--- src/rtl/irq_arb_pkg.sv ---
package irq_arb_pkg;
  localparam int LVL_W = 4;
  typedef logic [LVL_W-1:0] lvl_t;
endpackage

--- src/rtl/irq_prio_regs.sv ---
module irq_prio_regs
  import irq_arb_pkg::*;
#(
  parameter int NUM_FIELDS = 8,
  parameter int FIELD_W    = 3
) (
  input  logic                        clk_i,
  input  logic                        rst_ni,
  input  logic                        we_i,
  input  logic [FIELD_W-1:0]          field_i,
  input  lvl_t                        level_i,
  output logic [NUM_FIELDS-1:0][LVL_W-1:0] lvl_o
);
  logic [NUM_FIELDS-1:0][LVL_W-1:0] lvl_q;

  always_ff @(posedge clk_i or negedge rst_ni) begin
    if (!rst_ni) begin
      lvl_q <= '0;
    end else if (we_i && (int'(field_i) < NUM_FIELDS)) begin
      lvl_q[field_i] <= level_i;
    end
  end

  assign lvl_o = lvl_q;


  cfg_hold_chk: assert property (@(posedge clk_i) disable iff (!rst_ni)
    !$past(we_i) |-> $stable(lvl_q));
endmodule

--- src/rtl/irq_field_pick.sv ---
module irq_field_pick
  import irq_arb_pkg::*;
#(
  parameter int SPF   = 2,
  parameter int SUB_W = 1
) (
  input  logic [SPF-1:0]   pend_i,
  input  lvl_t             level_i,
  output logic             hit_o,
  output logic [SUB_W-1:0] sub_o
);
  // lowest index inside the field wins
  always_comb begin
    sub_o = '0;
    for (int i = SPF - 1; i >= 0; i--) begin
      if (pend_i[i]) sub_o = SUB_W'(i);
    end
  end

  // level 0 disables the whole field
  assign hit_o = (|pend_i) && (level_i != '0);
endmodule

--- src/rtl/irq_level_tree.sv ---
module irq_level_tree
  import irq_arb_pkg::*;
#(
  parameter int NUM_FIELDS = 8,
  parameter int FIELD_W    = 3,
  parameter int SUB_W      = 1
) (
  input  logic [NUM_FIELDS-1:0][LVL_W-1:0] lvl_i,
  input  logic [NUM_FIELDS-1:0]            hit_i,
  input  logic [NUM_FIELDS-1:0][SUB_W-1:0] sub_i,
  output logic                             valid_o,
  output logic [FIELD_W-1:0]               field_o,
  output logic [SUB_W-1:0]                 sub_o,
  output lvl_t                             lvl_o
);
  // scan downward with >= so the lower field wins equal levels
  always_comb begin
    valid_o = 1'b0;
    field_o = '0;
    sub_o   = '0;
    lvl_o   = '0;
    for (int f = NUM_FIELDS - 1; f >= 0; f--) begin
      if (hit_i[f] && (!valid_o || lvl_i[f] >= lvl_o)) begin
        valid_o = 1'b1;
        field_o = FIELD_W'(f);
        sub_o   = sub_i[f];
        lvl_o   = lvl_i[f];
      end
    end
  end
endmodule

--- src/rtl/irq_prio_arb.sv ---
module irq_prio_arb
  import irq_arb_pkg::*;
#(
  parameter int NUM_SRC  = 16,
  parameter int SPF      = 2,
  parameter int VEC_W    = 8,
  parameter int VEC_BASE = 64,
  localparam int NUM_FIELDS = NUM_SRC / SPF,
  localparam int FIELD_W    = (NUM_FIELDS > 1) ? $clog2(NUM_FIELDS) : 1,
  localparam int SUB_W      = (SPF > 1) ? $clog2(SPF) : 1,
  localparam int SRC_W      = (NUM_SRC > 1) ? $clog2(NUM_SRC) : 1
) (
  input  logic               clk_i,
  input  logic               rst_ni,
  input  logic [NUM_SRC-1:0] irq_req_i,
  input  logic [LVL_W-1:0]   mask_lvl_i,
  input  logic               cfg_we_i,
  input  logic [FIELD_W-1:0] cfg_field_i,
  input  logic [LVL_W-1:0]   cfg_level_i,
  output logic               accept_o,
  output logic [VEC_W-1:0]   vector_o,
  output logic [LVL_W-1:0]   level_o
);
  logic [NUM_SRC-1:0]                pend_q;
  logic [NUM_FIELDS-1:0][LVL_W-1:0]  lvl;
  logic [NUM_FIELDS-1:0]             hit;
  logic [NUM_FIELDS-1:0][SUB_W-1:0]  sub;
  logic                              win_v;
  logic [FIELD_W-1:0]                win_f;
  logic [SUB_W-1:0]                  win_s;
  lvl_t                              win_l;
  logic [SRC_W-1:0]                  win_idx;
  logic                              take;

  always_ff @(posedge clk_i or negedge rst_ni) begin
    if (!rst_ni) pend_q <= '0;
    else         pend_q <= irq_req_i;
  end

  irq_prio_regs #(.NUM_FIELDS(NUM_FIELDS), .FIELD_W(FIELD_W)) u_regs (
    .clk_i   (clk_i),
    .rst_ni  (rst_ni),
    .we_i    (cfg_we_i),
    .field_i (cfg_field_i),
    .level_i (cfg_level_i),
    .lvl_o   (lvl)
  );

  for (genvar f = 0; f < NUM_FIELDS; f++) begin : g_field
    irq_field_pick #(.SPF(SPF), .SUB_W(SUB_W)) u_pick (
      .pend_i  (pend_q[f*SPF +: SPF]),
      .level_i (lvl[f]),
      .hit_o   (hit[f]),
      .sub_o   (sub[f])
    );
  end

  irq_level_tree #(.NUM_FIELDS(NUM_FIELDS), .FIELD_W(FIELD_W), .SUB_W(SUB_W)) u_tree (
    .lvl_i   (lvl),
    .hit_i   (hit),
    .sub_i   (sub),
    .valid_o (win_v),
    .field_o (win_f),
    .sub_o   (win_s),
    .lvl_o   (win_l)
  );

  assign win_idx = SRC_W'(int'(win_f) * SPF + int'(win_s));
  // one idle cycle after each accept lets the core raise its mask
  assign take    = win_v && (win_l > mask_lvl_i) && !accept_o;

  always_ff @(posedge clk_i or negedge rst_ni) begin
    if (!rst_ni) begin
      accept_o <= 1'b0;
      vector_o <= '0;
      level_o  <= '0;
    end else begin
      accept_o <= take;
      if (take) begin
        vector_o <= VEC_W'(VEC_BASE) + VEC_W'(win_idx);
        level_o  <= win_l;
      end
    end
  end

  logic [NUM_SRC-1:0] pend_prev;
  logic [SRC_W-1:0]   acc_src;
  always_ff @(posedge clk_i or negedge rst_ni) begin
    if (!rst_ni) pend_prev <= '0;
    else         pend_prev <= pend_q;
  end
  assign acc_src = SRC_W'(vector_o - VEC_W'(VEC_BASE));


  accept_gap_chk: assert property (@(posedge clk_i) disable iff (!rst_ni)
    accept_o |=> !accept_o);

  above_mask_chk: assert property (@(posedge clk_i) disable iff (!rst_ni)
    accept_o |-> (level_o > $past(mask_lvl_i)));

  nonzero_lvl_chk: assert property (@(posedge clk_i) disable iff (!rst_ni)
    accept_o |-> (level_o != '0));

  was_pending_chk: assert property (@(posedge clk_i) disable iff (!rst_ni)
    accept_o |-> pend_prev[acc_src]);
endmodule

--- config.mk ---
export PLATFORM = sky130hd
export DESIGN_NAME = irq_prio_arb
export DESIGN_NICKNAME = d
export VERILOG_FILES = /design/src/rtl/irq_arb_pkg.sv /design/src/rtl/irq_prio_regs.sv /design/src/rtl/irq_field_pick.sv /design/src/rtl/irq_level_tree.sv /design/src/rtl/irq_prio_arb.sv
export SDC_FILE = /design/constraint.sdc
export NUM_CORES = 1
export LEC_CHECK = 0
export BUFFER_PORTS_ARGS = -buffer_cell sky130_fd_sc_hd__buf_4
export CORE_ASPECT_RATIO = 1.1
export CORE_UTILIZATION = 41
export CTS_CLUSTER_DIAMETER = 30
export DETAILED_ROUTE_END_ITERATION = 12
export SLEW_MARGIN = 15
export SYNTH_ARGS = -nofsm -noshare
export SYNTH_HDL_FRONTEND = slang
export SYNTH_SLANG_ARGS = --single-unit
--- constraint.sdc ---
create_clock -name clk_i -period 13.4 [get_ports clk_i]
set_input_delay 1.34 -clock clk_i [delete_from_list [all_inputs] [get_ports clk_i]]
set_output_delay 1.34 -clock clk_i [all_outputs]
set_load 0.03 [all_outputs]
==> results of run 1 <==
==> worst register-to-register path: cells and delay by family, from the launching register on <==
family / cells / cell delay (ns)
simple gates: 15 / 2.58
flops: 1 / 0.38
buf+inv: 1 / 0.18
mux: 3 / 1.06
fa+ha+maj: 8 / 2.15
compound gates: 27 / 6.21
==> layout by cell type (no fill, tap or decap), drive strengths merged, types with 2 or more instances in the layout <==
| master | n |
|---|---|
| nor3 | 10 |
| inv | 24 |
| a21oi | 12 |
| nand3 | 4 |
| o22ai | 3 |
| a221oi | 3 |
| a221o | 3 |
| o21a | 2 |
| conb | 3 |
| o31a | 2 |
| and2 | 4 |
| clkinv | 3 |
| or2 | 5 |
| o31ai | 2 |
| nor4 | 8 |
| mux2 | 33 |
| ha | 31 |
| nand2b | 7 |
| or3 | 4 |
| nor3b | 5 |
| nor2 | 24 |
| buf | 43 |
| dfrtp | 58 |
| o21ai | 24 |
| a21o | 7 |
| a211oi | 7 |
| a31o | 4 |
| nand2 | 32 |
| clkbuf | 12 |
| nand4b | 3 |
| a211o | 2 |
| nand4 | 4 |
| nor2b | 3 |
| o211ai | 4 |
| a31oi | 3 |
| a2111oi | 2 |
==> kinds of logic after synthesis <==
family / count (synthesis) / share of synthesized area [%]
and+or+nand+nor: 118 / 17.5
other: 1 / 0.104
muxes: 34 / 10.7
DFF: 58 / 40.1
AOI/OAI and AO/OA: 86 / 17.0
buffers and inverters: 32 / 3.83
adders and majority gates: 31 / 10.7
==> registers in the layout, indices dropped and copies added (netlist names) <==
| signal | count |
|---|---|
| pend_q | 16 |
| vector_o | 5 |
| accept_o | 1 |
| level_o | 4 |
| u_regs.lvl_o | 32 |
==> final cells by class <==
| cell class | count | area share [%] |
|---|---|---|
| Clock buffer | 12 | 3.63 |
| Timing Repair Buffer | 43 | 7.55 |
| Sequential cell | 58 | 33.9 |
| Tap cell | 111 | 3.25 |
| Multi-Input combinational cell | 272 | 49.2 |
| Clock inverter | 3 | 0.351 |
| Inverter | 24 | 2.11 |
==> synth_stat cells (2+ instances only) <==
| master | count |
|---|---|
| clkbuf_1 | 4 |
| a21oi_1 | 11 |
| mux2_4 | 2 |
| or3_1 | 4 |
| a2111oi_0 | 2 |
| o21a_1 | 2 |
| nor2_1 | 24 |
| nor3b_1 | 5 |
| nor4_2 | 2 |
| nand3_1 | 4 |
| dfrtp_1 | 58 |
| a21o_1 | 6 |
| o21ai_0 | 19 |
| o211ai_1 | 4 |
| or2_2 | 4 |
| nand4b_1 | 3 |
| nor2b_1 | 3 |
| buf_4 | 3 |
| nor4_1 | 6 |
| inv_1 | 24 |
| o22ai_1 | 3 |
| ha_1 | 31 |
| mux2_2 | 31 |
| nand4_1 | 3 |
| a211oi_1 | 6 |
| a31o_1 | 3 |
| o21ai_1 | 5 |
| o31a_1 | 2 |
| o31ai_1 | 2 |
| nand2b_1 | 7 |
| a31oi_1 | 3 |
| nor3_1 | 10 |
| and2_1 | 4 |
| a221oi_2 | 2 |
| a221o_1 | 3 |
| a211o_1 | 2 |
| nand2_1 | 32 |
==> stage by stage <==
stage / instances / util (%) / worst slack, ns / hold slack, ns
2_1_floorplan: 362 / - / 0.963 / 0.510
3_3_place_gp: 507 / 47.5 / 0.445 / 0.452
3_5_place_dp: 507 / 47.5 / 0.188 / 0.462
4_1_cts: 522 / 49.5 / 0.157 / 0.483
5_1_grt: 523 / 50.4 / -0.0477 / 0.499
6_report: 523 / 50.4 / 0.730 / 0.477
==> worst paths after layout <==
path | endpoint | slack, ns | cells past startpoint
min | vector_o[6] | 0.48 | 1
min in group asynchronous | pend_q[15] | 1.07 | 1
max in group asynchronous | level_o[0] | 11.84 | 1
max | vector_o[0] | 0.73 | 54
max reg2reg | vector_o[0] | 0.73 | 54
min reg2reg | vector_o[6] | 0.48 | 1
==> repair_timing <==
action | CTS | global route
endpoints found under the setup margin | 0 | 10
buffers inserted | 0 | 1
gates resized for setup | 0 | 17
==> routing by layer <==
layer / vias up / share of wire, % / global-route usage, %
met4: 0 / 1.8 / 7.57
li1: 1428 / - / -
met5: - / 0 / 0
met2: 44 / 46 / 30.9
met1: 1369 / 49 / 26.4
met3: 13 / 3.1 / 3.24
==> results.py, run 1 <==
metrics = {
    "floorplanning": {
        "floorplan.die_area_um2": 9220,
        "io_pins": 43,
        "num_rows": 35,
        "die_y_um": 101,
        "core_um2": 8500,
        "die_w_um": 91.6,
        "initial_core_util_pct": 42.6,
    },
    "grt": {
        "grt_pass1_wl_um": 13600,
        "grt_max_degree": 59,
        "grt_usage_pct": 19.4,
        "grt_overflow_total": 0,
        "grt_pass1_vias": 2739,
        "antenna_found_initial": 0,
    },
    "setup_path": {
        "crit_arrival_ns": 12.89,
        "cp_slowest_cell": "a211o_1",
        "slowest_delay_ns": 0.39,
        "crit_buf_inv": 1,
        "critical_path_class": "reg2reg",
        "startpoint": "pend_q[15]",
        "r2r-start": "pend_q[15]",
        "crit_top_cell": "ha_1",
        "startpoint_type": "flip-flop",
        "end_kind": "flip-flop",
        "crit_family": "compound AO/OA/AOI/OAI gates",
        "cp.required_ns": 13.62,
        "crit_path_max_fanout": 8,
    },
    "logic_synthesis": {
        "yosys.area.top_type_share_pct": 40.1,
        "ys_async_sr_fraction_pct": 100,
        "netlist_instances": 360,
        "ys_seq_elements": 58,
        "ys_warn_count": 0,
        "ys.flop_type": "dfrtp_1",
        "synth_top_area_cell": "dfrtp_1",
        "synth-edff-count": 0,
        "ys_seq_area_share_pct": 40.1,
        "syn_area_um2": 3620,
        "synth_cell_types": 58,
        "yosys-top-cells-area": "dfrtp_1, ha_1, mux2_2, nand2_1, o21ai_0",
        "syn_area_per_cell_um2": 10.1,
    },
    "drt": {
        "first_pass_iters": 4,
        "wl_per_cell_um": 15.8,
        "vias": 2854,
        "postRouteWirelength_um": 8290,
        "antenna_left": 0,
        "viasPerCell": 5.46,
        "drt-initial-drc-count": 79,
        "drc": 0,
    },
    "cts": {
        "cts_root_buf": "clkbuf_8",
        "cts_tree": "built",
        "cts_sinks": 58,
        "clk_pin_slew_ns": 0.07,
        "cts_buffers": 9,
        "hold_buffers": 0,
        "cts.htree.levels": 3,
        "cts_buffer_depth": 2,
        "clock_latency_ns": 0.33,
    },
    "timing": {
        "finClkSkew_ns": 0.00708,
        "setup_viol": 0,
        "fmax_ghz": 0.0789,
        "hold_viol": 0,
        "maxSlewHeadroom_pct": 39.1,
        "fin_crit_ns": 12.67,
        "finalSetupTns_ns": 0,
        "tightest_slew_ns": 0.911,
        "drv_slew": 0,
        "period_share_pct": 94.6,
    },
    "placement": {
        "numPortBuffers": 39,
        "dpl.hpwl_um": 6280,
        "globalplace.congestion": 0.911,
        "postPlaceCellArea_um2": 4040,
    },
    "min_path": {
        "hold_start": "vector_o[6]",
        "hold_path.class": "reg2reg",
    },
    "finish": {
        "fin_area_um2": 4280,
        "layout.area.seq_um2": 1450,
        "syn_to_final_growth_pct": 18.1,
        "multi_input_area_um2": 2100,
        "diodes": 0,
        "fill_cells": 821,
        "final_nets": 469,
        "drive_gt1_share_pct": 28.2,
    },
    "status": {
        "outcome": "finished, final reports clean",
    },
    "run": {
        "drv_cap": 0,
    },
}
Power of run 1 is not shown: default switching activity piles up to over one toggle a cycle in this logic, so the estimate is an artifact.
==> inputs of run 2 (changes only) <==
--- a/config.mk
+++ b/config.mk
@@ -6,7 +6,7 @@
 export NUM_CORES = 1
 export LEC_CHECK = 0
 export BUFFER_PORTS_ARGS = -buffer_cell sky130_fd_sc_hd__buf_4
-export CORE_ASPECT_RATIO = 1.1
+export CORE_ASPECT_RATIO = 2
 export CORE_UTILIZATION = 41
 export CTS_CLUSTER_DIAMETER = 30
 export DETAILED_ROUTE_END_ITERATION = 12
==> run 2 against run 1 <==
Effect of this change: critical path depth decreased by 1; wire length increased by 23%; first-iteration DRC count increased by 85%; sequential share of layout area decreased by 1.2 points; register-to-register slack got worse by 0.04 ns; via count increased by 6.2%; hold slack got worse by 0.010 ns; maximum frequency decreased by 0.33%; non-clock buffer count unchanged.
==> results.py, run 2 (same netlist as run 1, synthesis figures left out) <==
metrics = {
    "status": {
        "outcome": "finished, final reports clean",
    },
    "drt": {
        "drt-initial-drc-count": 146,
        "postRouteWirelength_um": 10200,
        "first_pass_iters": 4,
        "wl_per_cell_um": 19.8,
        "antenna_left": 0,
        "vias": 3031,
        "drc": 0,
        "viasPerCell": 5.91,
    },
    "timing": {
        "tightest_slew_ns": 0.740,
        "drv_slew": 0,
        "maxSlewHeadroom_pct": 50.2,
        "hold_viol": 0,
        "setup_viol": 0,
        "period_share_pct": 94.9,
        "fmax_ghz": 0.0787,
        "finClkSkew_ns": 0.00555,
        "fin_crit_ns": 12.71,
        "hold_ws_ns": 0.466,
    },
    "grt": {
        "antenna_found_initial": 0,
        "grt_pass1_wl_um": 15900,
        "grt_usage_pct": 24.4,
        "grt_pass1_vias": 3193,
        "grt_overflow_total": 0,
        "grt_max_degree": 59,
    },
    "floorplanning": {
        "die_y_um": 135,
        "num_rows": 48,
        "core_um2": 8590,
        "initial_core_util_pct": 42.2,
        "io_pins": 43,
        "die_w_um": 68.5,
        "floorplan.die_area_um2": 9240,
    },
    "finish": {
        "largest_reg_flops": 32,
        "mostFrequentLayoutCells": "dfrtp_1, buf_4, nand2_1, mux2_2, ha_1",
        "syn_to_final_growth_pct": 22.5,
        "layout_commonest_cell": "dfrtp_1",
        "diodes": 0,
        "fin_area_um2": 4440,
        "drive_gt1_share_pct": 28.3,
        "final_nets": 469,
    },
    "setup_path": {
        "cp.required_ns": 13.61,
        "cp_slowest_cell": "a221oi_2",
        "end_kind": "flip-flop",
        "crit_arrival_ns": 12.93,
        "rr_endpoint": "vector_o[0]",
        "slowest_delay_ns": 0.42,
        "critical_path_class": "reg2reg",
        "startpoint_type": "flip-flop",
        "reg2reg_slack_ns": 0.69,
        "r2r-start": "pend_q[15]",
        "r2r_cells": 53,
        "crit_top_cell": "ha_1",
        "crit_path_max_fanout": 15,
    },
    "cts": {
        "cts_buffers": 9,
        "cts_buffer_depth": 2,
        "cts_sinks": 58,
        "cts_tree": "built",
        "clk_pin_slew_ns": 0.05,
        "cts_root_buf": "clkbuf_16",
        "cts.htree.levels": 3,
        "clock_latency_ns": 0.34,
    },
    "min_path": {
        "hold_start": "vector_o[6]",
        "min_to": "vector_o[6]",
        "hold_path.class": "reg2reg",
        "hold_depth": 1,
    },
    "run": {
        "drv_cap": 0,
    },
    "placement": {
        "postPlaceCellArea_um2": 4030,
        "dpl.hpwl_um": 7890,
        "numPortBuffers": 39,
        "globalplace.congestion": 0.962,
    },
}
==> run 2: cell types whose count changed in the layout (fill, tap and decap cells not counted), sizes merged <==
cell / change
inv: +2
clkbuf: -3
clkinv: -2
bufinv: +3
clkinvlp: +1
==> run 2: stage by stage <==
stage          setup TNS, ns  utilization (%)  std cells  setup WS (ns)
4_1_cts                    0             51.0        513        0.00208
3_3_place_gp               0             46.9        497          0.687
3_5_place_dp               0             46.9        497          0.276
2_1_floorplan              0                -        362          0.963
6_report                   0             51.7        513          0.688
5_1_grt              -0.0741             51.7        513        -0.0466
==> run 2: worst max path at each step <==
| stage | from | to | slack (ns) | cells after the start |
|---|---|---|---|---|
| 6_report | pend_q[15] | vector_o[0] | 0.69 | 53 |
| 5_1_grt | pend_q[15] | level_o[3] | -0.05 | 54 |
| 4_1_cts | pend_q[15] | vector_o[0] | 0.002 | 53 |
| 3_5_place_dp | pend_q[15] | vector_o[0] | 0.28 | 53 |
| 3_3_place_gp | pend_q[15] | vector_o[0] | 0.69 | 53 |
| 2_1_floorplan | pend_q[15] | level_o[0] | 0.96 | 55 |
==> run 2: final cells by class <==
type	count	area [µm²]
Timing Repair Buffer	43	323
Multi-Input combinational cell	272	2100
Clock buffer	9	225
Sequential cell	58	1450
Fill cell	833	4150
Tap cell	100	125
Clock inverter	7	124
Inverter	24	90.1
==> run 2: worst max-delay path: cells and delay by family (launching register included) <==
family / cells / cell delay (ns)
buf+inv: 2 / 0.40
compound gates: 27 / 6.22
simple gates: 13 / 2.33
mux: 3 / 1.06
flops: 1 / 0.39
fa+ha+maj: 8 / 2.16
==> run 2: routing by layer <==
| layer | part of all wire, % | GRT usage (%) | up-vias |
|---|---|---|---|
| li1 | - | - | 1419 |
| met1 | 33 | 22.0 | 1496 |
| met2 | 57 | 44.4 | 69 |
| met3 | 2.3 | 3.89 | 47 |
| met4 | 7.4 | 19.4 | 0 |
| met5 | 0 | 0 | - |
==> run 2: repair_timing <==
item | in CTS | in global routing
buffers inserted | 0 | 0
hold buffers | 0 | 0
resized for setup | 0 | 16
endpoints found under the setup margin | 0 | 10
hold endpoints to repair | 0 | 0
Power of run 2 is left out for the same reason.
==> inputs of run 3 (changes only) <==
--- a/config.mk
+++ b/config.mk
@@ -7,9 +7,10 @@
 export LEC_CHECK = 0
 export BUFFER_PORTS_ARGS = -buffer_cell sky130_fd_sc_hd__buf_4
 export CORE_ASPECT_RATIO = 2
-export CORE_UTILIZATION = 41
+export CORE_UTILIZATION = 50
 export CTS_CLUSTER_DIAMETER = 30
 export DETAILED_ROUTE_END_ITERATION = 12
+export PLACE_DENSITY = 0.73
 export SLEW_MARGIN = 15
 export SYNTH_ARGS = -nofsm -noshare
 export SYNTH_HDL_FRONTEND = slang
==> run 3 against run 2 <==
Effect of this change: register-to-register slack lost 0.04 ns; sequential share of layout area grew 0.19 points; utilization grew 11 points; clock skew grew 0.0025 ns; hold slack gained 0.0038 ns; die area shrank 18%; largest cell class unchanged; highest routed layer unchanged.
==> results.py, run 3 (same netlist as run 1, synthesis figures left out) <==
metrics = {
    "floorplanning": {
        "core_um2": 6990,
        "die_y_um": 122,
        "num_rows": 43,
        "io_pins": 43,
        "floorplan.die_area_um2": 7610,
        "die_w_um": 62.2,
        "initial_core_util_pct": 51.8,
    },
    "cts": {
        "cts_sinks": 58,
        "clock_latency_ns": 0.33,
        "cts_buffer_depth": 2,
        "cts.htree.levels": 3,
        "cts_tree": "built",
        "cts_buffers": 9,
        "clk_pin_slew_ns": 0.05,
        "cts_root_buf": "clkbuf_16",
    },
    "setup_path": {
        "cp_slowest_cell": "dfrtp_1",
        "crit_top_cell": "ha_1",
        "crit_path_max_fanout": 8,
        "end_kind": "flip-flop",
        "startpoint_type": "flip-flop",
        "startpoint": "pend_q[15]",
        "cp.required_ns": 13.61,
        "crit_arrival_ns": 12.96,
        "slowest_delay_ns": 0.38,
        "r2r-start": "pend_q[15]",
        "critical_path_class": "reg2reg",
    },
    "min_path": {
        "hold_start": "vector_o[6]",
        "hold_path.class": "reg2reg",
    },
    "drt": {
        "vias": 3059,
        "drc": 0,
        "wl_per_cell_um": 18.8,
        "postRouteWirelength_um": 9500,
        "viasPerCell": 6.05,
        "drt-initial-drc-count": 135,
        "antenna_left": 0,
        "first_pass_iters": 4,
    },
    "grt": {
        "grt_usage_pct": 26.6,
        "grt_overflow_total": 0,
        "grt_pass1_vias": 3232,
        "grt_pass1_wl_um": 15200,
        "antenna_found_initial": 0,
        "grt_max_degree": 59,
    },
    "timing": {
        "drv_slew": 0,
        "tightest_slew_ns": 0.804,
        "period_share_pct": 95.2,
        "setup_viol": 0,
        "hold_ws_ns": 0.470,
        "fin_crit_ns": 12.75,
        "fmax_ghz": 0.0784,
        "maxSlewHeadroom_pct": 46.3,
        "finClkSkew_ns": 0.00808,
        "hold_viol": 0,
    },
    "finish": {
        "drive_gt1_share_pct": 28.6,
        "largest_reg_flops": 32,
        "final_nets": 472,
        "final_cells": 506,
        "fin_area_um2": 4410,
        "layout_commonest_cell": "dfrtp_1",
        "syn_to_final_growth_pct": 21.8,
        "mostFrequentLayoutCells": "dfrtp_1, buf_4, nand2_1, mux2_2, ha_1",
        "diodes": 0,
    },
    "placement": {
        "dpl.cell_count": 487,
        "postPlaceCellArea_um2": 4020,
        "numPortBuffers": 39,
        "globalplace.congestion": 0.906,
        "dpl.hpwl_um": 7130,
    },
    "run": {
        "drv_cap": 0,
    },
    "status": {
        "outcome": "finished, final reports clean",
    },
}
==> run 3: cell type report <==
| class | instances | area, µm² |
|---|---|---|
| well taps | 90 | 113 |
| clock inverters | 5 | 77.6 |
| fillers | 577 | 2580 |
| multi-input cells | 272 | 2090 |
| repair buffers | 46 | 345 |
| flip-flops and latches | 58 | 1450 |
| inverters | 24 | 90.1 |
| clock buffers | 11 | 243 |
==> run 3: worst max-delay path, delay by kind of cell (launching register included) <==
family                   cells  cell delay [ns]
AO/OA/AOI/OAI               28             6.43
AND/OR/NAND/NOR             12             2.27
adder cells (fa/ha/maj)      8             2.14
multiplexers                 3             1.05
flip-flops                   1             0.38
buffers and inverters        2             0.35
==> run 3: routing by layer <==
metal	global-route usage, %	share of wire, %	vias up
met1	24.1	34	1501
met2	52.3	57	92
li1	-	-	1433
met5	0	0	-
met4	17.6	5.0	0
met3	5.30	3.4	33
==> run 3: stage by stage <==
step | TNS, ns | setup WS [ns] | util (%)
finish | 0 | 0.648 | 63.1
global route | -0.112 | -0.0762 | 63.1
CTS | 0 | 0.120 | 62.2
detailed placement | -0.564 | -0.162 | 57.4
global placement | 0 | 0.362 | 57.4
floorplan | 0 | 0.963 | -
==> run 3: worst paths after layout <==
check	end	slack, ns	depth (start not counted)
min in group asynchronous	u_regs.lvl_o[30]	1.08	1
worst max register to register	vector_o[0]	0.65	53
worst max-delay path	vector_o[0]	0.65	53
max in group asynchronous	u_regs.lvl_o[14]	11.83	1
worst min-delay path	vector_o[6]	0.47	1
worst min register to register	vector_o[6]	0.47	1
==> run 3: timing repair <==
item	in CTS	in global routing
gates resized for setup	2	14
pin swaps	1	1
setup endpoints to repair	6	10
buffers inserted	1	2
hold buffers	0	0
Power of run 3 is left out for the same reason.
